`config.mk`:
```
export PLATFORM = sky130hd
export DESIGN_NAME = mcc_ctrl
export DESIGN_NICKNAME = d
export VERILOG_FILES = /design/src/rtl/mcc_pkg.sv /design/src/rtl/mcc_rst_sync.sv /design/src/rtl/mcc_branch_eval.sv /design/src/rtl/mcc_next_state.sv /design/src/rtl/mcc_out_decode.sv /design/src/rtl/mcc_ctrl.sv
export SDC_FILE = /design/constraint.sdc
export NUM_CORES = 1
export LEC_CHECK = 0
export ABC_AREA = 1
export BUFFER_PORTS_ARGS = -buffer_cell sky130_fd_sc_hd__buf_4
export CAP_MARGIN = 20
export CORE_MARGIN = 5
export CORE_UTILIZATION = 46
export CTS_CLUSTER_DIAMETER = 120
export DETAILED_ROUTE_END_ITERATION = 8
export GPL_TIMING_DRIVEN = 0
export HOLD_SLACK_MARGIN = 0.02
export PLACE_DENSITY = 0.85
export SYNTH_ARGS = -nofsm -noshare
export SYNTH_HDL_FRONTEND = slang
export SYNTH_SLANG_ARGS = --single-unit
export TNS_END_PERCENT = 5
```
`constraint.sdc`:
```
create_clock -name clk -period 1.4 [get_ports clk]
set_clock_uncertainty 0.05 [all_clocks]
set_input_delay 0.07 -clock clk [delete_from_list [all_inputs] [get_ports clk]]
set_output_delay 0.07 -clock clk [all_outputs]
set_load 0.005 [all_outputs]
```
`src/rtl/mcc_pkg.sv`:
```
package mcc_pkg;

  localparam int OP_W     = 4;
  localparam int ALUOP_W  = 3;
  localparam int SRCB_W   = 2;
  localparam int PCSRC_W  = 2;
  localparam int DST_W    = 2;
  localparam int WBSEL_W  = 2;

  // opcode assignment
  localparam logic [OP_W-1:0] OP_HOLD = 4'h0;
  localparam logic [OP_W-1:0] OP_ADD  = 4'h1;
  localparam logic [OP_W-1:0] OP_SUB  = 4'h2;
  localparam logic [OP_W-1:0] OP_AND  = 4'h3;
  localparam logic [OP_W-1:0] OP_OR   = 4'h4;
  localparam logic [OP_W-1:0] OP_LW   = 4'h5;
  localparam logic [OP_W-1:0] OP_SW   = 4'h6;
  localparam logic [OP_W-1:0] OP_ADDI = 4'h7;
  localparam logic [OP_W-1:0] OP_BEQ  = 4'h8;
  localparam logic [OP_W-1:0] OP_BNE  = 4'h9;
  localparam logic [OP_W-1:0] OP_BLT  = 4'hA;
  localparam logic [OP_W-1:0] OP_BLE  = 4'hB;
  localparam logic [OP_W-1:0] OP_BGT  = 4'hC;
  localparam logic [OP_W-1:0] OP_BGE  = 4'hD;
  localparam logic [OP_W-1:0] OP_JMP  = 4'hE;
  localparam logic [OP_W-1:0] OP_JAL  = 4'hF;

  localparam logic [ALUOP_W-1:0] ALU_ADD = 3'd0;
  localparam logic [ALUOP_W-1:0] ALU_SUB = 3'd1;
  localparam logic [ALUOP_W-1:0] ALU_AND = 3'd2;
  localparam logic [ALUOP_W-1:0] ALU_OR  = 3'd3;

  localparam logic [SRCB_W-1:0]  SRCB_REG = 2'b00;
  localparam logic [SRCB_W-1:0]  SRCB_ONE = 2'b01;
  localparam logic [SRCB_W-1:0]  SRCB_IMM = 2'b10;

  localparam logic [PCSRC_W-1:0] PCSRC_ALU    = 2'b00;
  localparam logic [PCSRC_W-1:0] PCSRC_ALUREG = 2'b01;
  localparam logic [PCSRC_W-1:0] PCSRC_ABS    = 2'b10;

  localparam logic [DST_W-1:0]   DST_RT   = 2'b00;
  localparam logic [DST_W-1:0]   DST_RD   = 2'b01;
  localparam logic [DST_W-1:0]   DST_LINK = 2'b10;

  localparam logic [WBSEL_W-1:0] WB_ALU = 2'b00;
  localparam logic [WBSEL_W-1:0] WB_MDR = 2'b01;
  localparam logic [WBSEL_W-1:0] WB_PC  = 2'b10;

  typedef enum logic [3:0] {
    ST_FETCH,
    ST_DECODE,
    ST_MADDR,
    ST_MREAD,
    ST_LDWB,
    ST_MWRITE,
    ST_REXEC,
    ST_RWB,
    ST_AIWB,
    ST_BRANCH,
    ST_JUMP
  } state_e;

  typedef struct packed {
    logic                pc_wr;
    logic                iord;
    logic                mem_wr;
    logic                ir_wr;
    logic                reg_wr;
    logic [DST_W-1:0]    reg_dst;
    logic [WBSEL_W-1:0]  wb_sel;
    logic                src_a;
    logic [SRCB_W-1:0]   src_b;
    logic [PCSRC_W-1:0]  pc_src;
    logic [ALUOP_W-1:0]  alu_op;
  } ctl_t;

endpackage

```
`src/rtl/mcc_rst_sync.sv`:
```
module mcc_rst_sync #(
  parameter int STAGES = 2
) (
  input  logic clk,
  input  logic rst_n,
  output logic run
);
  logic [STAGES-1:0] sync_q;

  always_ff @(posedge clk or negedge rst_n) begin
    if (!rst_n) begin
      sync_q <= '0;
    end else begin
      sync_q <= {sync_q[STAGES-2:0], 1'b1};
    end
  end

  assign run = sync_q[STAGES-1];
endmodule

```
`src/rtl/mcc_branch_eval.sv`:
```
module mcc_branch_eval
  import mcc_pkg::*;
(
  input  logic [OP_W-1:0] opcode,
  input  logic            cmp_zero,
  input  logic            cmp_neg,
  output logic            taken
);
  always_comb begin
    case (opcode)
      OP_BEQ:  taken = cmp_zero;
      OP_BNE:  taken = !cmp_zero;
      OP_BLT:  taken = cmp_neg;
      OP_BLE:  taken = cmp_neg || cmp_zero;
      OP_BGT:  taken = !cmp_neg && !cmp_zero;
      OP_BGE:  taken = !cmp_neg;
      default: taken = 1'b0;
    endcase
  end
endmodule

```
`src/rtl/mcc_next_state.sv`:
```
module mcc_next_state
  import mcc_pkg::*;
(
  input  state_e          cur,
  input  logic [OP_W-1:0] opcode,
  output state_e          nxt
);
  always_comb begin
    nxt = ST_FETCH;
    case (cur)
      ST_FETCH: nxt = ST_DECODE;
      ST_DECODE: begin
        case (opcode)
          OP_HOLD:                        nxt = ST_FETCH;
          OP_ADD, OP_SUB, OP_AND, OP_OR:  nxt = ST_REXEC;
          OP_LW, OP_SW, OP_ADDI:          nxt = ST_MADDR;
          OP_JMP, OP_JAL:                 nxt = ST_JUMP;
          default:                        nxt = ST_BRANCH;
        endcase
      end
      ST_MADDR: begin
        case (opcode)
          OP_LW:   nxt = ST_MREAD;
          OP_SW:   nxt = ST_MWRITE;
          default: nxt = ST_AIWB;
        endcase
      end
      ST_MREAD: nxt = ST_LDWB;
      ST_REXEC: nxt = ST_RWB;
      default:  nxt = ST_FETCH;
    endcase
  end
endmodule

```
`src/rtl/mcc_out_decode.sv`:
```
module mcc_out_decode
  import mcc_pkg::*;
(
  input  state_e          cur,
  input  logic [OP_W-1:0] opcode,
  input  logic            taken,
  input  logic            run,
  output ctl_t            ctl
);
  logic [ALUOP_W-1:0] rtype_op;

  always_comb begin
    case (opcode)
      OP_SUB:  rtype_op = ALU_SUB;
      OP_AND:  rtype_op = ALU_AND;
      OP_OR:   rtype_op = ALU_OR;
      default: rtype_op = ALU_ADD;
    endcase
  end

  always_comb begin
    ctl        = '0;
    ctl.alu_op = ALU_ADD;
    case (cur)
      ST_FETCH: begin
        ctl.pc_wr  = 1'b1;
        ctl.ir_wr  = 1'b1;
        ctl.src_b  = SRCB_ONE;
        ctl.pc_src = PCSRC_ALU;
      end
      ST_DECODE: begin
        ctl.src_b = SRCB_IMM;
      end
      ST_MADDR: begin
        ctl.src_a = 1'b1;
        ctl.src_b = SRCB_IMM;
      end
      ST_MREAD: begin
        ctl.iord = 1'b1;
      end
      ST_LDWB: begin
        ctl.reg_wr  = 1'b1;
        ctl.reg_dst = DST_RT;
        ctl.wb_sel  = WB_MDR;
      end
      ST_MWRITE: begin
        ctl.iord   = 1'b1;
        ctl.mem_wr = 1'b1;
      end
      ST_REXEC: begin
        ctl.src_a  = 1'b1;
        ctl.src_b  = SRCB_REG;
        ctl.alu_op = rtype_op;
      end
      ST_RWB: begin
        ctl.reg_wr  = 1'b1;
        ctl.reg_dst = DST_RD;
        ctl.wb_sel  = WB_ALU;
      end
      ST_AIWB: begin
        ctl.reg_wr  = 1'b1;
        ctl.reg_dst = DST_RT;
        ctl.wb_sel  = WB_ALU;
      end
      ST_BRANCH: begin
        ctl.src_a  = 1'b1;
        ctl.src_b  = SRCB_REG;
        ctl.alu_op = ALU_SUB;
        ctl.pc_src = PCSRC_ALUREG;
        ctl.pc_wr  = taken;
      end
      ST_JUMP: begin
        ctl.pc_wr  = 1'b1;
        ctl.pc_src = PCSRC_ABS;
        if (opcode == OP_JAL) begin
          ctl.reg_wr  = 1'b1;
          ctl.reg_dst = DST_LINK;
          ctl.wb_sel  = WB_PC;
        end
      end
      default: ;
    endcase
    if (!run) begin
      ctl.pc_wr  = 1'b0;
      ctl.ir_wr  = 1'b0;
      ctl.mem_wr = 1'b0;
      ctl.reg_wr = 1'b0;
    end
  end
endmodule

```
`src/rtl/mcc_ctrl.sv`:
```
module mcc_ctrl
  import mcc_pkg::*;
#(
  parameter int SYNC_STAGES = 2
) (
  input  logic                clk,
  input  logic                rst_n,
  input  logic [OP_W-1:0]     opcode,
  input  logic                cmp_zero,
  input  logic                cmp_neg,
  output logic                pc_wr,
  output logic                iord,
  output logic                mem_wr,
  output logic                ir_wr,
  output logic                reg_wr,
  output logic [DST_W-1:0]    reg_dst,
  output logic [WBSEL_W-1:0]  mem_to_reg,
  output logic                alu_src_a,
  output logic [SRCB_W-1:0]   alu_src_b,
  output logic [PCSRC_W-1:0]  pc_src,
  output logic [ALUOP_W-1:0]  alu_op
);
  logic   run;
  logic   taken;
  state_e state_q;
  state_e state_d;
  ctl_t   ctl;

  mcc_rst_sync #(.STAGES(SYNC_STAGES)) u_rst_sync (
    .clk   (clk),
    .rst_n (rst_n),
    .run   (run)
  );

  mcc_branch_eval u_branch_eval (
    .opcode   (opcode),
    .cmp_zero (cmp_zero),
    .cmp_neg  (cmp_neg),
    .taken    (taken)
  );

  mcc_next_state u_next_state (
    .cur    (state_q),
    .opcode (opcode),
    .nxt    (state_d)
  );

  // state register, advanced only once the reset release has synchronized
  always_ff @(posedge clk or negedge rst_n) begin
    if (!rst_n) begin
      state_q <= ST_FETCH;
    end else if (run) begin
      state_q <= state_d;
    end
  end

  mcc_out_decode u_out_decode (
    .cur    (state_q),
    .opcode (opcode),
    .taken  (taken),
    .run    (run),
    .ctl    (ctl)
  );

  assign pc_wr      = ctl.pc_wr;
  assign iord       = ctl.iord;
  assign mem_wr     = ctl.mem_wr;
  assign ir_wr      = ctl.ir_wr;
  assign reg_wr     = ctl.reg_wr;
  assign reg_dst    = ctl.reg_dst;
  assign mem_to_reg = ctl.wb_sel;
  assign alu_src_a  = ctl.src_a;
  assign alu_src_b  = ctl.src_b;
  assign pc_src     = ctl.pc_src;
  assign alu_op     = ctl.alu_op;

  AST_FETCH_ON_RELEASE: assert property (@(posedge clk) disable iff (!rst_n)
    $rose(run) |-> state_q == ST_FETCH);
  AST_DECODE_AFTER_FETCH: assert property (@(posedge clk) disable iff (!rst_n)
    (run && state_q == ST_FETCH) |=> state_q == ST_DECODE);
  AST_LOAD_WB_ORDER: assert property (@(posedge clk) disable iff (!rst_n)
    state_q == ST_LDWB |-> $past(state_q) == ST_MREAD);
  AST_STORE_ONLY_WRITE: assert property (@(posedge clk) disable iff (!rst_n)
    mem_wr |-> (iord && state_q == ST_MWRITE));
  AST_WRITE_EXCLUSIVE: assert property (@(posedge clk) disable iff (!rst_n)
    $onehot0({mem_wr, reg_wr, ir_wr}));
  AST_BRANCH_HOLDS_PC: assert property (@(posedge clk) disable iff (!rst_n)
    (state_q == ST_BRANCH && !taken) |-> !pc_wr);
  AST_SHORT_RETURN: assert property (@(posedge clk) disable iff (!rst_n)
    (run && (state_q == ST_BRANCH || state_q == ST_JUMP)) |=> state_q == ST_FETCH);
endmodule

```
Word level (Yosys, flattened, before mapping)
Memories as Yosys holds them, arrays and structs flattened.
Index checks and enable logic that the tools add are counted.
{ "totals": {"ff_bits": 6, "romBits": 64, "output_inout_bits": 17, "n_memories": 1} }
{ "mem_list": {"columns": ["name", "words", "width", "rd", "rd_clocked_by_memory_dff", "wr", "line_no", "source"], "rows": [
  ["(no name shown)", 16, 4, 1, 0, 0, "mcc_next_state.sv:13", "case (opcode)"]
]} }
{ "op_classes": {"n_eq_ne": 22, "muxes": 16, "n_reduce_logical": 9} }
{ "ops": {"columns": ["op", "count"], "rows": [
  ["$eq 4x4->1 const B", 10],
  ["$eq 4x3->1 const B", 7],
  ["$pmux 4 s5", 1],
  ["$pmux 5 s4", 1],
  ["$eq 4x2->1 const B", 4],
  ["$pmux 2 s2", 3],
  ["$pmux 4 s2", 1],
  ["$pmux 1 s6", 1],
  ["$pmux 2 s3", 1],
  ["$reduce_or 2->1", 3],
  ["$mux 1", 5],
  ["$mux 5", 1],
  ["$eq 4x1->1 const B", 1],
  ["$logic_not 4->1", 1],
  ["$mux 3", 1],
  ["$reduce_or 3->1", 1],
  ["$logic_not 1->1", 2],
  ["$pmux 1 s2", 1],
  ["$logic_and 1x1->1", 1],
  ["$logic_or 1x1->1", 1]
]} }

Depth between registers and ports, before layout
Gate-level depths: netlist of the first run.
{ "logic_depth": {"depth_word": 5, "ltp_mapped": 8, "ltp_nobuf": 8} }

Hierarchy
From an unflattened synthesis of the first run, not the netlist that was laid out.
{ "unflattened": {"cells_unflattened": 149, "area_unflattened_um2": 792.0} }
{ "modules_own_cells": {"columns": ["module", "instances", "cells_per_inst", "area_per_inst_um2"], "rows": [
  ["mcc_out_decode", 1, 62, 277.8],
  ["mcc_next_state", 1, 40, 197.7],
  ["mcc_ctrl", 1, 17, 148.9],
  ["mcc_branch_eval", 1, 27, 113.9],
  ["mcc_rst_sync", 1, 3, 53.8]
]} }

Worst setup path before layout of the first run
OpenSTA, ideal clock, no wires.
{ "synth_path": {"kind": "register to output", "from": "register state_q[2]", "to": "output reg_wr", "t_arrival_ns": 0.985, "t_required_ns": 1.280, "slack_ns": 0.295, "stages_incl_launch_ff": 8, "n_path_buf": 0, "cell_sequence": "dfrtp_1 inv_1 nand2_1 nor2_2 nand3_2 o21ai_1 o21ai_1 inv_1"} }
{ "synth_between": {"elab_chain_len": 3, "elab_cells_between_ends": 6} }
{ "synth_rtl": {"columns": ["element", "line_no", "source"], "rows": [
  ["start, declared", "mcc_ctrl.sv:25", "state_e state_q;"],
  ["start signal, assigned", "mcc_ctrl.sv:53", "state_q <= state_d;"],
  ["$eq 4x4->1 or $eq 4x3->1 (tied branches)", "mcc_out_decode.sv:24", "case (cur)"],
  ["$pmux 5 s4 *", "mcc_out_decode.sv:24", null],
  ["$mux 3 *", "mcc_out_decode.sv:83", "if (!run) begin"],
  ["end, declared", "mcc_ctrl.sv:15", "output logic reg_wr,"]
]} }
Every way passes the cells marked *; elsewhere a longest branch is shown, timed or not.

Worst setup path in the final report of the first run
Same ends and word-level chain as after synthesis.

==> impl_metrics.ini, run 1 <==
[run_status]
status = finished with violations
violations = setup timing

[die]
io_pins = 25
core-area_mm2 = 0.00130
start_util_pct = 48.9
die_area_mm2 = 0.00223
die_h_um = 47.2
rows = 13
die_width_um = 47.2

[synth]
syn_nets = 119
syn_area_per_cell_um2 = 5.79
synth_area_um2 = 637
synth_top_area_share_pct = 23.6
synth_cell_types = 20
ys_warn_count = 0
synth_cells = 110
ys_seq_elements = 6
yosys.area.top_type = dfrtp_1
synth_area_leaders = dfrtp_1, nand2_1, inv_1, nand3_1, nor2_1
ys_seq_area_share_pct = 23.6

[cells_and_area]
mostFrequentLayoutCells = buf_4, nand2_1, inv_1
final_common_cell = buf_4
fillerInstances = 98
design_area_um2 = 943
drive_gt1_share_pct = 42.6
diodes = 0
seqCellArea_um2 = 153
post-route-util_pct = 72.5
fin_nets = 152
syn_to_final_growth_pct = 48.1
fin_cells = 156
multi_input_area_um2 = 428

[placement]
placed_area_um2 = 828
pre_cts_ws_ns = 0.107
placed_cells = 148
place_hpwl_um = 1320
gp_congestion = 0.786
io_buffers = 23

[critical_path]
startpoint = state_q[2]
crit_path_end = reg_wr
reg2reg_to = state_q[1]
r2r-start = state_q[1]
crit_top_cell = inv_1
slowest_stage = dfrtp_1
path_max_fanout = 4
worstSetupPathType = reg -> out
arrival_ns = 1.41
critPathLaunchType = flip-flop
setup.worst_path.end_class = output pin
cp_data_required_time_ns = 1.28
path_cells = inv_2 > nor2_2 > inv_1 > a21oi_1 > o21ai_1 > inv_1 > buf_4
r2r_cells = 8
r2r_setup_slack_ns = 0.07
cp_slowest_stage_delay_ns = 0.41

[clock_network]
cts.sinks = 6
clk_pin_slew_ns = 0.04
ctsLongestPathBuffers = 2
cts_tree = done
cts_root_buf = clkbuf_4
htreeDepth = 1
clk_latency_ns = 0.24
cts_inserted_buffers = 3

[detailed_routing]
wl_per_cell_um = 12.7
vias_per_cell = 5.21
vias = 813
drc_errors = 0
wl_um = 1980
firstDrtPassIters = 4
drt_iter0_drc = 45
ant_nets = 0

[power_and_ir_drop]
peakVddDrop_mv = 1.11
p_leak_uw = 0.000543
powerDensity_mw_per_mm2 = 1710

[timing]
rsz0062_at_grt = true
finalHoldViolCount = 0
tns_ns = -0.612
period_share_pct = 110
setup_slack_ns = -0.134
fmax_mhz = 652
layout_min_cycle_time_ns = 1.53
slew_viol_final = 0
setup_viol = 8

[global_routing]
grt.overflow.total = 0
antenna_found_initial = 0
grt_pass1_vias = 778
grt_usage_pct = 20.1
grt_pass1_wl_um = 3150
grt_max_degree = 8

[hold_path]
hold_path.class = in -> async

[flow_run]
maxCapViolations = 0
==> cell type report <==
cell class | count | area share [%]
sequential | 6 | 16.2
tap | 15 | 1.99
clock buffer | 3 | 2.39
buffer | 2 | 1.59
inverter | 24 | 9.55
timing repair buffer | 28 | 22.9
multi-input combinational | 78 | 45.4
==> sequential cells by signal, summed over array words and instances (netlist names) <==
name,cells
u_rst_sync.sync_q,2
state_q,4
==> per-stage QoR <==
| stage | hold slack [ns] | total power [µW] |
|---|---|---|
| 3_5_place_dp | -0.172 | 1200 |
| 5_1_grt | 0.141 | 1750 |
| 4_1_cts | 0.119 | 1500 |
| 2_1_floorplan | -0.276 | 862 |
| 3_3_place_gp | -0.174 | 1180 |
| 6_report | 0.146 | 1610 |
==> worst max-delay path: cells and delay by family (launching register included) <==
kind,cells,cell delay [ns]
simple gates,1,0.16
buf+inv,4,0.36
compound gates,2,0.25
flops,1,0.41
==> power by group <==
part | internal, µW | switching [µW] | leakage [µW] | total, µW
sequential | 237 | 104 | 0.0000729 | 341
combinational | 491 | 631 | 0.000456 | 1120
clock | 96.4 | 54.1 | 0.0000138 | 150
==> layer usage <==
metal | wire (µm) | GRT usage, % | vias up
met2 | 1080 | 35.2 | 38
met3 | 162 | 4.60 | 6
met4 | 35 | 9.94 | 0
li1 | - | - | 398
met5 | 0 | 0 | -
met1 | 707 | 22.5 | 371
==> synth_stat cells <==
cell	instances
nand2_1	29
inv_1	18
nand3_1	10
nor2_1	10
dfrtp_1	6
inv_2	6
nor2_2	5
a21oi_1	4
o21ai_1	4
nand2_2	3
buf_4	2
conb_1	2
nand4_1	2
nor2_4	2
o21ai_0	2
a22oi_1	1
a31oi_1	1
ha_1	1
nand3_2	1
o22ai_1	1
==> worst min path at each step <==
stage / start / to / slack, ns / cells after the start
floorplan: rst_n / state_q[0] / -0.28 / 0
global placement: rst_n / state_q[1] / -0.17 / 1
detailed placement: rst_n / state_q[0] / -0.17 / 1
CTS: rst_n / u_rst_sync.sync_q[0] / 0.12 / 2
global route: rst_n / state_q[2] / 0.14 / 2
finish: rst_n / state_q[1] / 0.15 / 2
==> cells by family (layout without fill, tap and decap cells) <==
kind of cell	Yosys count	in the layout	synth area share, %
simple gates	62	62	45.8
buf+inv	26	57	16.5
compound gates	13	13	11.0
flops	6	6	23.6
other cells	2	2	1.18
fa+ha+maj	1	1	1.96
==> timing repair <==
action	4_1_cts	5_1_grt
endpoints found under the hold margin	6	0
setup buffers	3	1
setup endpoints to repair	5	13
gates cloned	0	0
hold buffers	1	0
resized for setup	13	4
pin swaps	3	1
No activity file was read; power rests on OpenSTA's default activity.
==> run 2, diff against run 1 <==
Settings changed: CAP_MARGIN 20 to default, CELL_PAD_IN_SITES_DETAIL_PLACEMENT from default to 1, CELL_PAD_IN_SITES_GLOBAL_PLACEMENT from default to 1, CORE_UTILIZATION 46 to 30, CTS_CLUSTER_SIZE from default to 20.
==> run 2 against run 1 <==
Effect of this change:
- the flow still finishes with violations (setup timing)
- maximum frequency grew 2.0%
- cell count grew 9.6%
- via count shrank 0.12%
- global-route usage shrank 6.9 points
- non-clock buffer count grew 3
- final area grew 5.0%
- critical path depth shrank 1
- sequential power is essentially flat
- first-iteration DRC count shrank 64%
- core utilization shrank 23 points
- register-to-register slack gained 0.02 ns
- hold slack lost 0.025 ns
- critical path type unchanged
- largest power group unchanged
- highest routed layer is now met3
==> impl_metrics.ini, run 2 (synthesis results as in run 1) <==
[run_status]
violations = setup timing
status = finished with violations

[flow_run]
maxCapViolations = 0

[clock_network]
cts_root_buf = clkbuf_4
cts_inserted_buffers = 3
clk_latency_ns = 0.24
cts_tree = done
cts.sinks = 6
ctsLongestPathBuffers = 2
clk_pin_slew_ns = 0.04
htreeDepth = 1

[timing]
setup_slack_ns = -0.104
slew_viol_final = 0
period_share_pct = 107
setup_viol = 9
finalHoldViolCount = 0
holdWs_ns = 0.121
tns_ns = -0.466
layout_min_cycle_time_ns = 1.50
fmax_mhz = 665
rsz0062_at_grt = true

[global_routing]
grt.overflow.total = 0
antenna_found_initial = 0
grt_max_degree = 8
grt_pass1_wl_um = 3470
grt_usage_pct = 13.2
grt_pass1_vias = 789

[detailed_routing]
vias_per_cell = 4.75
drc_errors = 0
drt_iter0_drc = 16
wl_um = 2100
vias = 812
ant_nets = 0
wl_per_cell_um = 12.3
firstDrtPassIters = 4

[critical_path]
worstSetupPathType = reg -> out
arrival_ns = 1.38
path_max_fanout = 4
setup.worst_path.end_class = output pin
critPathLaunchType = flip-flop
cp_data_required_time_ns = 1.28

[die]
start_util_pct = 31.8
die_width_um = 56.1
die_h_um = 56.1
io_pins = 25
core-area_mm2 = 0.00200
die_area_mm2 = 0.00314
rows = 16

[placement]
pre_cts_ws_ns = 0.0738
place_hpwl_um = 1580
gp_congestion = 0.778
placed_cells = 160
io_buffers = 23

[cells_and_area]
post-route-util_pct = 49.5
mostFrequentLayoutCells = buf_4, nand2_1, inv_1
fin_cells = 171
fillerInstances = 283
drive_gt1_share_pct = 43.8
diodes = 0
largest_reg_flops = 4
top_register = state_q
reg_top3 = state_q: 4 flops, u_rst_sync.sync_q: 2 flops
fin_nets = 155
syn_to_final_growth_pct = 55.6
final_common_cell = buf_4

[power_and_ir_drop]
peakVddDrop_mv = 0.942
p_leak_uw = 0.000563
powerDensity_mw_per_mm2 = 1670

[hold_path]
hold_path.class = in -> async
[run 2: critical path, cell delays in order (launching register included)]
cell     delay, ns
dfrtp_2       0.46
nor2_2        0.16
nand2_1       0.13
inv_1         0.11
nor2_1        0.05
a21oi_1       0.12
buf_4         0.13
[run 2: path summary, 6_finish.rpt]
kind                                 startpoint              endpoint  slack, ns  cells after the start
setup / recovery                     state_q[3]                 pc_wr      -0.10                      6
hold / removal                            rst_n            state_q[3]       0.12                      2
setup reg to reg                     state_q[3]            state_q[3]       0.09                      7
hold reg to reg            u_rst_sync.sync_q[0]  u_rst_sync.sync_q[1]       0.30                      0
max in group asynchronous                 rst_n            state_q[0]       1.05                      2
min in group clk                      opcode[3]            state_q[1]       0.28                      6
[run 2: cell type report]
class	instances	area (µm²)	area share [%]
Tap cell	27	33.8	3.41
Timing Repair Buffer	31	243	24.5
Buffer	2	15.0	1.52
Clock buffer	3	22.5	2.27
Inverter	24	90.1	9.09
Sequential cell	6	154	15.5
Multi-Input combinational cell	78	433	43.7
[run 2: through the flow]
step           power, µW  area (µm²)
6_report            1660         991
2_1_floorplan        862         637
5_1_grt             1800         991
3_3_place_gp        1210         843
4_1_cts             1540         933
3_5_place_dp        1230         843
[run 2: repair_timing]
item / in CTS / in global routing
pin swaps: 3 / 2
hold endpoints to repair: 6 / 0
gates resized for setup: 13 / 7
endpoints found under the setup margin: 7 / 13
hold buffers: 1 / 0
setup buffers: 3 / 4
[run 2: power breakdown]
part	total [µW]	switching (µW)	internal [µW]
combinational	1160	645	517
sequential	343	104	239
clock	150	53.6	96.4
total	1660	803	853
[run 2: routing by layer]
layer | part of all wire [%] | wire, µm | GRT usage [%]
met3 | 4.7 | 99 | 3.02
met5 | 0 | 0 | 0
met1 | 42 | 882 | 16.2
met4 | 0 | 0 | 3.05
met2 | 53 | 1120 | 23.0
